**config.mk**
```make
export PLATFORM = sky130hd
export DESIGN_NAME = ddr_init_seq
export DESIGN_NICKNAME = d
export VERILOG_FILES = /design/src/rtl/ddr_init_pkg.sv /design/src/rtl/ddr_init_timer.sv /design/src/rtl/ddr_init_lock.sv /design/src/rtl/ddr_init_cmdgen.sv /design/src/rtl/ddr_init_seq.sv
export SDC_FILE = /design/constraint.sdc
export NUM_CORES = 1
export LEC_CHECK = 0
export BUFFER_PORTS_ARGS = -buffer_cell sky130_fd_sc_hd__buf_2
export CAP_MARGIN = 20
export CELL_PAD_IN_SITES_DETAIL_PLACEMENT = 1
export CELL_PAD_IN_SITES_GLOBAL_PLACEMENT = 2
export CORE_AREA = 2 2 77 79
export CTS_BUF_LIST = sky130_fd_sc_hd__clkbuf_2
export DETAILED_ROUTE_END_ITERATION = 6
export DIE_AREA = 0 0 79 81
export PLACE_DENSITY_LB_ADDON = 0.1
export SYNTH_ARGS = -nofsm -noshare
export SYNTH_HDL_FRONTEND = slang
export SYNTH_SLANG_ARGS = --single-unit
```
**constraint.sdc**
```tcl
create_clock -name clk -period 4.6 [get_ports clk]
set_input_delay 0 -clock clk [delete_from_list [all_inputs] [get_ports clk]]
set_output_delay 0 -clock clk [all_outputs]
set_load 0.02 [all_outputs]
```
**src/rtl/ddr_init_pkg.sv**
```systemverilog
package ddr_init_pkg;

   typedef enum logic [3:0] {
      ST_PWR   = 4'd0,
      ST_CKE   = 4'd1,
      ST_PRE1  = 4'd2,
      ST_EMR   = 4'd3,
      ST_MRDLL = 4'd4,
      ST_PRE2  = 4'd5,
      ST_REF1  = 4'd6,
      ST_REF2  = 4'd7,
      ST_MRFIN = 4'd8,
      ST_LOCK  = 4'd9,
      ST_DONE  = 4'd10
   } init_step_t;

   typedef struct packed {
      logic cs_n;
      logic ras_n;
      logic cas_n;
      logic we_n;
   } ddr_cmd_t;

   localparam ddr_cmd_t CMD_NOP   = 4'b0111;
   localparam ddr_cmd_t CMD_DESEL = 4'b1111;
   localparam ddr_cmd_t CMD_PRE   = 4'b0010;
   localparam ddr_cmd_t CMD_REF   = 4'b0001;
   localparam ddr_cmd_t CMD_LMR   = 4'b0000;

   localparam int AP_BIT     = 10;
   localparam int DLLRST_BIT = 8;

endpackage

```
**src/rtl/ddr_init_timer.sv**
```systemverilog
module ddr_init_timer #(
   parameter int CW      = 16,
   parameter int RST_VAL = 1
) (
   input  logic          clk,
   input  logic          rst,
   input  logic          load,
   input  logic [CW-1:0] load_val,
   output logic          zero
);

   logic [CW-1:0] cnt_q;

   always_ff @(posedge clk) begin
      if (rst)
         cnt_q <= CW'(RST_VAL);
      else if (load)
         cnt_q <= load_val;
      else if (cnt_q != '0)
         cnt_q <= cnt_q - 1'b1;
   end

   assign zero = (cnt_q == '0);

   // gaps are counted one edge at a time
   p_tmr_step_r5: assert property (@(posedge clk) disable iff (rst)
      (!load && cnt_q != '0) |=> (cnt_q == $past(cnt_q) - 1'b1));

endmodule

```
**src/rtl/ddr_init_lock.sv**
```systemverilog
module ddr_init_lock #(
   parameter int LOCK_CYC = 200
) (
   input  logic clk,
   input  logic rst,
   input  logic start,
   output logic lock_ok
);

   localparam int LW = $clog2(LOCK_CYC + 1);

   logic [LW-1:0] lcnt_q;
   logic          run_q;

   always_ff @(posedge clk) begin
      if (rst) begin
         run_q  <= 1'b0;
         lcnt_q <= '0;
      end else if (start) begin
         run_q  <= 1'b1;
         lcnt_q <= '0;
      end else if (run_q && lcnt_q != LW'(LOCK_CYC)) begin
         lcnt_q <= lcnt_q + 1'b1;
      end
   end

   assign lock_ok = run_q && (lcnt_q >= LW'(LOCK_CYC - 1));

   // once the window has passed it stays passed
   p_lock_hold_r8: assert property (@(posedge clk) disable iff (rst)
      (lock_ok && !start) |=> lock_ok);

endmodule

```
**src/rtl/ddr_init_cmdgen.sv**
```systemverilog
module ddr_init_cmdgen
   import ddr_init_pkg::*;
#(
   parameter int                ADDR_W        = 13,
   parameter int                BA_W          = 2,
   parameter int                CW            = 16,
   parameter int                T_RP_CYC      = 3,
   parameter int                T_MRD_CYC     = 2,
   parameter int                T_RFC_CYC     = 10,
   parameter bit                IDLE_DESELECT = 1'b0,
   parameter logic [ADDR_W-1:0] MR_VAL        = '0,
   parameter logic [ADDR_W-1:0] EMR_VAL       = '0
) (
   input  init_step_t        step_i,
   output ddr_cmd_t          cmd_o,
   output ddr_cmd_t          idle_o,
   output logic [BA_W-1:0]   ba_o,
   output logic [ADDR_W-1:0] addr_o,
   output logic [CW-1:0]     reload_o
);

   localparam logic [ADDR_W-1:0] AP_M  = ADDR_W'(1) << AP_BIT;
   localparam logic [ADDR_W-1:0] DLL_M = ADDR_W'(1) << DLLRST_BIT;

   ddr_cmd_t idle_cmd;

   generate
      if (IDLE_DESELECT) begin : g_idle_desel
         assign idle_cmd = CMD_DESEL;
      end else begin : g_idle_nop
         assign idle_cmd = CMD_NOP;
      end
   endgenerate

   assign idle_o = idle_cmd;

   always_comb begin
      cmd_o    = idle_cmd;
      ba_o     = '0;
      addr_o   = '0;
      reload_o = '0;
      unique case (step_i)
         ST_PRE1, ST_PRE2: begin
            cmd_o    = CMD_PRE;
            addr_o   = AP_M;
            reload_o = CW'(T_RP_CYC - 1);
         end
         ST_EMR: begin
            cmd_o    = CMD_LMR;
            ba_o     = BA_W'(1);
            addr_o   = EMR_VAL;
            reload_o = CW'(T_MRD_CYC - 1);
         end
         ST_MRDLL: begin
            cmd_o    = CMD_LMR;
            addr_o   = MR_VAL | DLL_M;
            reload_o = CW'(T_MRD_CYC - 1);
         end
         ST_MRFIN: begin
            cmd_o    = CMD_LMR;
            addr_o   = MR_VAL & ~DLL_M;
            reload_o = CW'(T_MRD_CYC - 1);
         end
         ST_REF1, ST_REF2: begin
            cmd_o    = CMD_REF;
            reload_o = CW'(T_RFC_CYC - 1);
         end
         default: begin
            cmd_o    = idle_cmd;
         end
      endcase
   end

endmodule

```
**src/rtl/ddr_init_seq.sv**
```systemverilog
module ddr_init_seq
   import ddr_init_pkg::*;
#(
   parameter int                ADDR_W        = 13,
   parameter int                BA_W          = 2,
   parameter int                CLK_PERIOD_PS = 5000,
   parameter int                STARTUP_NS    = 200000,
   parameter int                T_RP_CYC      = 3,
   parameter int                T_MRD_CYC     = 2,
   parameter int                T_RFC_CYC     = 15,
   parameter int                DLL_LOCK_CYC  = 200,
   parameter bit                IDLE_DESELECT = 1'b0,
   parameter logic [ADDR_W-1:0] MR_VAL        = 13'h0032,
   parameter logic [ADDR_W-1:0] EMR_VAL       = 13'h0000
) (
   input  logic              clk,
   input  logic              rst,
   output logic              cke_o,
   output logic              cs_n_o,
   output logic              ras_n_o,
   output logic              cas_n_o,
   output logic              we_n_o,
   output logic [BA_W-1:0]   ba_o,
   output logic [ADDR_W-1:0] addr_o,
   output logic              init_done_o
);

   localparam longint STARTUP_L   = (longint'(STARTUP_NS) * 1000 + CLK_PERIOD_PS - 1)
                                    / CLK_PERIOD_PS;
   localparam int     STARTUP_CYC = int'(STARTUP_L);
   localparam int     GAP_A       = (T_RP_CYC > T_MRD_CYC) ? T_RP_CYC : T_MRD_CYC;
   localparam int     GAP_B       = (GAP_A > T_RFC_CYC) ? GAP_A : T_RFC_CYC;
   localparam int     MAX_GAP     = (GAP_B > STARTUP_CYC) ? GAP_B : STARTUP_CYC;
   localparam int     CW          = $clog2(MAX_GAP + 1);

   generate
      if (ADDR_W < 11)        begin : g_chk_aw   $error("ADDR_W must reach bit 10"); end
      if (BA_W < 2)           begin : g_chk_bw   $error("BA_W must be at least 2"); end
      if (CLK_PERIOD_PS < 1)  begin : g_chk_clk  $error("CLK_PERIOD_PS must be positive"); end
      if (STARTUP_CYC < 2)    begin : g_chk_st   $error("startup delay too short"); end
      if (T_RP_CYC < 1)       begin : g_chk_rp   $error("T_RP_CYC must be at least 1"); end
      if (T_MRD_CYC < 1)      begin : g_chk_mrd  $error("T_MRD_CYC must be at least 1"); end
      if (T_RFC_CYC < 1)      begin : g_chk_rfc  $error("T_RFC_CYC must be at least 1"); end
      if (DLL_LOCK_CYC < 200) begin : g_chk_lock $error("DLL lock window below 200"); end
      if (EMR_VAL[0] != 1'b0) begin : g_chk_emr  $error("EMR_VAL must keep the DLL enabled"); end
   endgenerate

   init_step_t          step_q, step_nxt;
   logic                advance;
   logic                tmr_zero;
   logic                lock_ok;
   logic                lock_start;
   ddr_cmd_t            nxt_cmd, idle_cmd, cmd_q;
   logic [BA_W-1:0]     nxt_ba, ba_q;
   logic [ADDR_W-1:0]   nxt_addr, addr_q;
   logic [CW-1:0]       nxt_reload;
   logic                cke_q, done_q;

   always_comb begin
      step_nxt = step_q;
      advance  = 1'b0;
      unique case (step_q)
         ST_DONE: ;
         ST_LOCK: begin
            if (lock_ok) begin
               advance  = 1'b1;
               step_nxt = ST_DONE;
            end
         end
         ST_MRFIN: begin
            if (tmr_zero) begin
               advance  = 1'b1;
               step_nxt = lock_ok ? ST_DONE : ST_LOCK;
            end
         end
         default: begin
            if (tmr_zero) begin
               advance  = 1'b1;
               step_nxt = init_step_t'(step_q + 4'd1);
            end
         end
      endcase
   end

   assign lock_start = advance && (step_nxt == ST_MRDLL);

   ddr_init_cmdgen #(
      .ADDR_W        (ADDR_W),
      .BA_W          (BA_W),
      .CW            (CW),
      .T_RP_CYC      (T_RP_CYC),
      .T_MRD_CYC     (T_MRD_CYC),
      .T_RFC_CYC     (T_RFC_CYC),
      .IDLE_DESELECT (IDLE_DESELECT),
      .MR_VAL        (MR_VAL),
      .EMR_VAL       (EMR_VAL)
   ) u_cmdgen (
      .step_i   (step_nxt),
      .cmd_o    (nxt_cmd),
      .idle_o   (idle_cmd),
      .ba_o     (nxt_ba),
      .addr_o   (nxt_addr),
      .reload_o (nxt_reload)
   );

   ddr_init_timer #(
      .CW      (CW),
      .RST_VAL (STARTUP_CYC - 1)
   ) u_timer (
      .clk      (clk),
      .rst      (rst),
      .load     (advance),
      .load_val (nxt_reload),
      .zero     (tmr_zero)
   );

   ddr_init_lock #(
      .LOCK_CYC (DLL_LOCK_CYC)
   ) u_lock (
      .clk     (clk),
      .rst     (rst),
      .start   (lock_start),
      .lock_ok (lock_ok)
   );

   always_ff @(posedge clk) begin
      if (rst) begin
         step_q <= ST_PWR;
         cke_q  <= 1'b0;
         cmd_q  <= idle_cmd;
         ba_q   <= '0;
         addr_q <= '0;
         done_q <= 1'b0;
      end else begin
         step_q <= step_nxt;
         cke_q  <= (step_nxt != ST_PWR);
         done_q <= (step_nxt == ST_DONE);
         if (advance) begin
            cmd_q  <= nxt_cmd;
            ba_q   <= nxt_ba;
            addr_q <= nxt_addr;
         end else begin
            cmd_q  <= idle_cmd;
            ba_q   <= '0;
            addr_q <= '0;
         end
      end
   end

   assign cke_o       = cke_q;
   assign cs_n_o      = cmd_q.cs_n;
   assign ras_n_o     = cmd_q.ras_n;
   assign cas_n_o     = cmd_q.cas_n;
   assign we_n_o      = cmd_q.we_n;
   assign ba_o        = ba_q;
   assign addr_o      = addr_q;
   assign init_done_o = done_q;

   // clock enable never drops outside reset
   p_cke_hold_r1: assert property (@(posedge clk) disable iff (rst)
      cke_o |=> cke_o);

   // nothing but idle while clock enable is low
   p_quiet_low_r2: assert property (@(posedge clk) disable iff (rst)
      !cke_o |-> (cs_n_o || (ras_n_o && cas_n_o && we_n_o)));

   // precharge always targets all banks
   p_pre_all_r4: assert property (@(posedge clk) disable iff (rst)
      (!cs_n_o && !ras_n_o && cas_n_o && !we_n_o) |-> addr_o[AP_BIT]);

   // ready only after the DLL window
   p_done_locked_r8: assert property (@(posedge clk) disable iff (rst)
      init_done_o |-> lock_ok);

   // ready is sticky
   p_done_sticky_r9: assert property (@(posedge clk) disable iff (rst)
      init_done_o |=> init_done_o);

   // bus is quiet once ready
   p_done_quiet_r9: assert property (@(posedge clk) disable iff (rst)
      init_done_o |-> (cs_n_o || (ras_n_o && cas_n_o && we_n_o)));

   // reset clears the outputs on the next edge
   p_reset_clear_r11: assert property (@(posedge clk)
      rst |=> (!cke_o && !init_done_o));

endmodule

```
After elaboration in Yosys (flattened, before gate mapping)

Cells that the tools add are included.

Bits in registers: 50
Latch bits: 0
Memory bits (writable): 0
Bits in read-only memories: 0
Input port bits: 2
Output and inout bits: 21
Logic and storage cells: 55
Memories: 0

Add/sub/neg operators: 3
$mul: 0
Divide/modulo/power cells: 0
$lt $le $gt $ge: 1
Eq/ne operators: 12
Shift operators: 0
Multiplexer cells: 14
Bitwise logic cells: 1
Reductions and logical operators: 12

Operators with widths:

| operator              | count |
|---|---|
| $pmux 11 s3           | 1 |
| $mux 16               | 2 |
| $pmux 4 s3            | 2 |
| $eq 4x4->1 const B    | 5 |
| $eq 4x3->1 const B    | 4 |
| $logic_not 16->1      | 1 |
| $reduce_bool 16->1    | 1 |
| $sub 16x1->16 const B | 1 |
| $mux 4                | 3 |
| $pmux 3 s3            | 1 |
| $add 8x1->8 const B   | 1 |
| $eq 4x2->1 const B    | 2 |
| $ge 8x8->1 const B    | 1 |
| $ne 8x8->1 const B    | 1 |
| $reduce_or 2->1       | 4 |
| $add 4x1->4 const B   | 1 |
| $reduce_bool 4->1     | 1 |
| $logic_and 1x1->1     | 3 |
| $mux 1                | 3 |
| $reduce_or 3->1       | 1 |
| $mux 2                | 1 |
| $pmux 1 s2            | 1 |
| $reduce_bool 2->1     | 1 |
| $not 1->1             | 1 |

Longest topological paths before layout

Depth after elaboration: 9
Depth in mapped cells: 10
Depth with buffers taken out: 8

Cells and area by module

Synthesis repeated with hierarchy kept, for this count alone.

Cells, all modules: 318
Area total of the unflattened synthesis: 2800.2 sq um

By module, submodules not included:

| module          | times used | cells each | area each (sq um) | sequential area each (sq um) |
|---|---|---|---|---|
| ddr_init_seq    | 1          | 92         | 994.7             | 500.5 |
| ddr_init_timer  | 1          | 116        | 954.7             | 320.3 |
| ddr_init_lock   | 1          | 55         | 450.4             | 180.2 |
| ddr_init_cmdgen | 1          | 55         | 400.4             | 0.0 |

Worst setup path before layout

No wires, ideal clock.

Kind: register to register
Start point: reg u_timer.cnt_q[0]
End point: reg cmd_q (netlist bit cas_n_o)
Library setup time: 134 ps
Data arrival time: 2395 ps
Required time: 4466 ps
Slack: 2071 ps
Cell stages (with the launch flop): 9
Path buffers: 0
Clock period less this slack: 2529 ps
Cells stage by stage: dfxtp_1 -> inv_1 -> ha_1 -> nor4b_2 -> nand4_2 -> or4_1 -> o2111ai_1 -> nor2_1 -> or4_1

Word-level cells in the longest chain between the ends: 6
Elaborated cells between the ends (all ways): 19
Classes of those cells: 7 x eq/ne; 6 x mux; 1 x bitwise; 5 x reduce/logical

RTL lines:

| element                                                      | RTL line                               | text |
|---|---|---|
| start: declaration                                           | ddr_init_timer.sv:12                   | `logic [CW-1:0] cnt_q;` |
| start signal: assignment                                     | ddr_init_timer.sv:16                   | `cnt_q <= CW'(RST_VAL);` |
| start signal: assignment                                     | ddr_init_timer.sv:18                   | `cnt_q <= load_val;` |
| start signal: assignment                                     | ddr_init_timer.sv:20                   | `cnt_q <= cnt_q - 1'b1;` |
| $logic_not 16->1 (*)                                         | ddr_init_timer.sv:23                   | `assign zero = (cnt_q == '0);` |
| $mux 4, on equally long branches                             | ddr_init_seq.sv:77, ddr_init_seq.sv:71 |  |
| $pmux 4 s3                                                   | ddr_init_seq.sv:62                     | `unique case (step_q)` |
| $eq 4x3->1 (tied with other cells)                           | ddr_init_cmdgen.sv:42                  | `unique case (step_i)` |
| $reduce_or 3->1 (no line) or $reduce_or 2->1 (tied branches) | n/a                                    |  |
| $pmux 3 s3                                                   | ddr_init_cmdgen.sv:42                  |  |
| end signal: assignment                                       | ddr_init_seq.sv:130                    | `cmd_q <= idle_cmd;` |
| end signal: assignment                                       | ddr_init_seq.sv:139                    | `cmd_q <= nxt_cmd;` |
| end signal: assignment                                       | ddr_init_seq.sv:143                    | `cmd_q <= idle_cmd;` |
| end: declaration                                             | ddr_init_seq.sv:53                     | `ddr_cmd_t nxt_cmd, idle_cmd, cmd_q;` |

Mark *: on every way between the ends. The rest lies on a longest branch, timed or not.
A chain may end at the register's enable or synchronous reset.

Final worst setup path

Same ends and word-level chain as after synthesis.

==> impl_metrics.csv <==
group,metric,value,unit
placed_design,count_of_buffers_from_port_buffering,12,
routing,avgRoutedWirePerCell,15.5,µm
placed_design,place_congestion,0.811,
power_and_ir_drop,pwr-share-clk,30.2,%
cts,worst_setup_hold_path_clk_slew,0.22,ns
floorplanning,design.die.area,0.00640,mm²
yosys,library_cell_with_the_highest_instance_count_after_synthesis,"sky130_fd_sc_hd__dfxtp_1",
power_and_ir_drop,cellPowerDensity,223,mW/mm²
floorplanning,area_inside_the_core_boundary,0.00568,mm²
yosys,synth.cell_area,0.00219,mm²
worst_hold_path,worst_hold_path_class,"input port to register",
global_route,gr-total-overflow,0,
sta,fmax,315,MHz
sta,worst_clock_skew,0.0220,ns
routing,vias,1832,
cts,htree_num_levels,2,
critical_path,path_class,"register to register",
finish,layout.core_utilization,40.4,%
power_and_ir_drop,design_power_total,0.512,mW
global_route,grt_first_pass_wirelength,9.16,mm
critical_path,end_kind,"register",
yosys,compound_cell_area_share_of_the_yosys_netlist,16.2,%
placed_design,dpl.cell_count,331,
critical_path,maximum_fanout_along_the_worst_path,19,
yosys,combinational_family_with_the_most_area_after_synthesis,"simple AND/OR/NAND/NOR gates",
finish,syn2layout_area_growth,4.75,%
cts,clock_tree.root_cell,"sky130_fd_sc_hd__clkbuf_2",
routing,vias_per_inst,5.39,
finish,diodes,0,
global_route,grt_start_max_net_pins,25,
power_and_ir_drop,combPwrFrac,4.4,%
sta,final_max_slew_viol_count,0,
global_route,first_global_vias,1855,
critical_path,timing.critical_path.required,4.89,ns
floorplanning,placementRows,28,
yosys,synth-seq-area-share,34.8,%
sta,hold_violations,0,
sta,timing.slew.headroom,33.9,%
routing,drcViolationCount,0,
cts,clk_latency,0.41,ns
cts,cts-buffers-inserted,5,
run,max-cap-violations,0,
power_and_ir_drop,part_of_the_total_power_dissipated_in_sequential_elements,65.4,%
finish,layout-drive-gt1-share,11.3,%
yosys,synth_largest_type_area_fraction,34.8,%
power_and_ir_drop,power.net_switching,0.139,mW
routing,initialDrtViolationCount,80,
yosys,netlist_top_cells_area,"sky130_fd_sc_hd__dfxtp_1, sky130_fd_sc_hd__nor2_1, sky130_fd_sc_hd__xnor2_1",
critical_path,critPathArrivalTime,3.47,ns
global_route,antenna_found_initial,0,
floorplanning,die_w,79,µm
floorplanning,die_y,81,µm
sta,report.final.setup_viol,0,
sta,timing.final.crit_period,3.18,ns
cts,cts_sinks,38,
power_and_ir_drop,cellInternalPower,0.373,mW
outcome,run_status,"completed",
yosys,netlist_top_cells_count,"sky130_fd_sc_hd__dfxtp_1, sky130_fd_sc_hd__nor2_1, sky130_fd_sc_hd__nor3_1",
sta,totalNegativeSetupSlack,0,ns
yosys,synth_async_sr_flop_share,0,%
global_route,grt_usage,18.1,%
yosys,post_synthesis_share_of_cell_area_spent_on_and_or_nand_and_nor_gates,26.6,%
routing,detailedRoute.firstPassIterationCount,4,
floorplanning,start_util,38.6,%
power_and_ir_drop,leakage,0.865,nW
sta,worst_pin_slew,0.991,ns
finish,finish.net_count,274,
yosys,synth.mux.area_fraction,1.37,%
cts,ctsResizeCount,0,
critical_path,worst_setup_path_start_kind,"register",
yosys,synthesis.instances,258,
power_and_ir_drop,switching_share,27.2,%
sta,hold_slack,0.557,ns
finish,instances_no_fill,340,
routing,routed_wirelength,5.27,mm
power_and_ir_drop,ir_drop,0.000139,V
yosys,synth_xor_xnor_area_share,8.40,%
yosys,dominantRegCellSynth,"sky130_fd_sc_hd__dfxtp_1",
routing,antenna_left,0,
cts,cts_hold_repair.buffers,1,
yosys,yosys_register_bits,38,
floorplanning,ios,23,
sta,min_period_over_period,69.1,%
sta,setup_repair_after_global_routing_missed_its_margin,"false",
yosys,synthAdderAreaFrac,4.57,%
yosys,synth_top_cell_by_area,"sky130_fd_sc_hd__dfxtp_1",
placed_design,hpwl_after_detailed_placement,3.75,mm
cts,postCtsSetupBuffers,0,
yosys,synth_edf_count,0,
yosys,syn-mean-instance-area,8.48,µm²
cts,cts_tree,"built",
yosys,ys_warn_count,0,
cts,clock_path_buffers,2,
yosys,synth.lib_cells_used.distinct,55,
[sequential cells by signal, indices dropped and copies added (netlist names)]
name / flops
init_done_o: 1
ba_o: 1
cke_o: 1
addr_o: 3
u_lock.run_q: 1
step_q: 4
u_timer.cnt_q: 16
cas_n_o: 1
u_lock.lcnt_q: 8
ras_n_o: 1
we_n_o: 1
[logic make-up (layout without fill, tap and decap cells)]
family	count (synthesis)	after routing
and+or+nand+nor	107	107
AOI/OAI and AO/OA	48	48
DFF	38	38
buffers and inverters	32	30
xor gates and xnor gates	21	21
adders and majority gates	8	8
muxes	3	3
other	1	10
[path summary, 6_finish.rpt]
| kind | start | slack [ns] | endpoint | cells after the start |
|---|---|---|---|---|
| setup reg to reg | u_timer.cnt_q[0]$_SDFFE_PP1P_ | 1.42 | cas_n_o$_SDFF_PP1_ | 8 |
| hold / removal | rst | 0.56 | step_q[0]$_SDFF_PP0_ | 3 |
| setup / recovery | u_timer.cnt_q[0]$_SDFFE_PP1P_ | 1.42 | cas_n_o$_SDFF_PP1_ | 8 |
| hold reg to reg | u_lock.lcnt_q[1]$_SDFFE_PP0P_ | 0.59 | u_lock.lcnt_q[1]$_SDFFE_PP0P_ | 2 |
[layer usage]
layer,global-route usage (%),part of all wire [%],up-vias
met4,4.83,1.1,0
met3,3.33,2.7,5
li1,-,-,920
met5,0,0,-
met2,30.0,47,21
met1,24.4,49,886
[cells in the final DEF, fill, tap and decap left out, types with 4 or more instances in the layout]
| master | netlist | routed |
|---|---|---|
| sky130_fd_sc_hd__dfxtp_1 | 38 | 38 |
| sky130_fd_sc_hd__nor2_1 | 32 | 32 |
| sky130_fd_sc_hd__nor3_1 | 16 | 16 |
| sky130_fd_sc_hd__xnor2_1 | 13 | 13 |
| sky130_fd_sc_hd__a21oi_1 | 13 | 13 |
| sky130_fd_sc_hd__buf_2 | 1 | 12 |
| sky130_fd_sc_hd__nand3_1 | 11 | 11 |
| sky130_fd_sc_hd__nand2_1 | 10 | 10 |
| sky130_fd_sc_hd__conb_1 | 1 | 10 |
| sky130_fd_sc_hd__inv_1 | 8 | 8 |
| sky130_fd_sc_hd__nand4_1 | 8 | 8 |
| sky130_fd_sc_hd__xor2_1 | 8 | 8 |
| sky130_fd_sc_hd__ha_1 | 8 | 8 |
| sky130_fd_sc_hd__o21bai_1 | 7 | 7 |
| sky130_fd_sc_hd__clkbuf_2 | 0 | 5 |
| sky130_fd_sc_hd__or3_1 | 4 | 4 |
[critical path: stages, from the launching register on]
cell and delay (ns):
sky130_fd_sc_hd__dfxtp_1 0.39, sky130_fd_sc_hd__inv_1 0.11, sky130_fd_sc_hd__ha_1 0.15, sky130_fd_sc_hd__nor4b_2 0.33
sky130_fd_sc_hd__nand4_2 0.48, sky130_fd_sc_hd__or4_1 0.65, sky130_fd_sc_hd__o2111ai_1 0.34, sky130_fd_sc_hd__nor2_1 0.09
sky130_fd_sc_hd__or4_1 0.52
[power by group through the flow]
stage | combinational [mW] | clock (mW) | sequential (mW)
2_1_floorplan | 0.0244 | 0 | 0.341
4_1_cts | 0.0228 | 0.166 | 0.335
3_5_place_dp | 0.0219 | 0 | 0.341
3_3_place_gp | 0.0222 | 0 | 0.341
5_1_grt | 0.0254 | 0.180 | 0.336
6_report | 0.0226 | 0.154 | 0.335
[layout make-up]
| cell class | count | area [µm²] |
|---|---|---|
| Tap cell | 75 | 93.8 |
| Timing Repair Buffer | 14 | 77.6 |
| Clock buffer | 5 | 25.0 |
| Inverter | 8 | 30.0 |
| Fill cell | 729 | 3380 |
| Sequential cell | 38 | 761 |
| Multi-Input combinational cell | 197 | 1290 |
| Clock inverter | 3 | 16.3 |
[metrics by stage]
step / instance area, µm² / setup WS, ns
2_1_floorplan: 2220 / 2.07
3_3_place_gp: 2240 / 1.61
3_5_place_dp: 2240 / 1.47
4_1_cts: 2290 / 1.40
5_1_grt: 2290 / 1.15
6_report: 2290 / 1.42
Note: power is estimated with default switching activity, not from simulation.
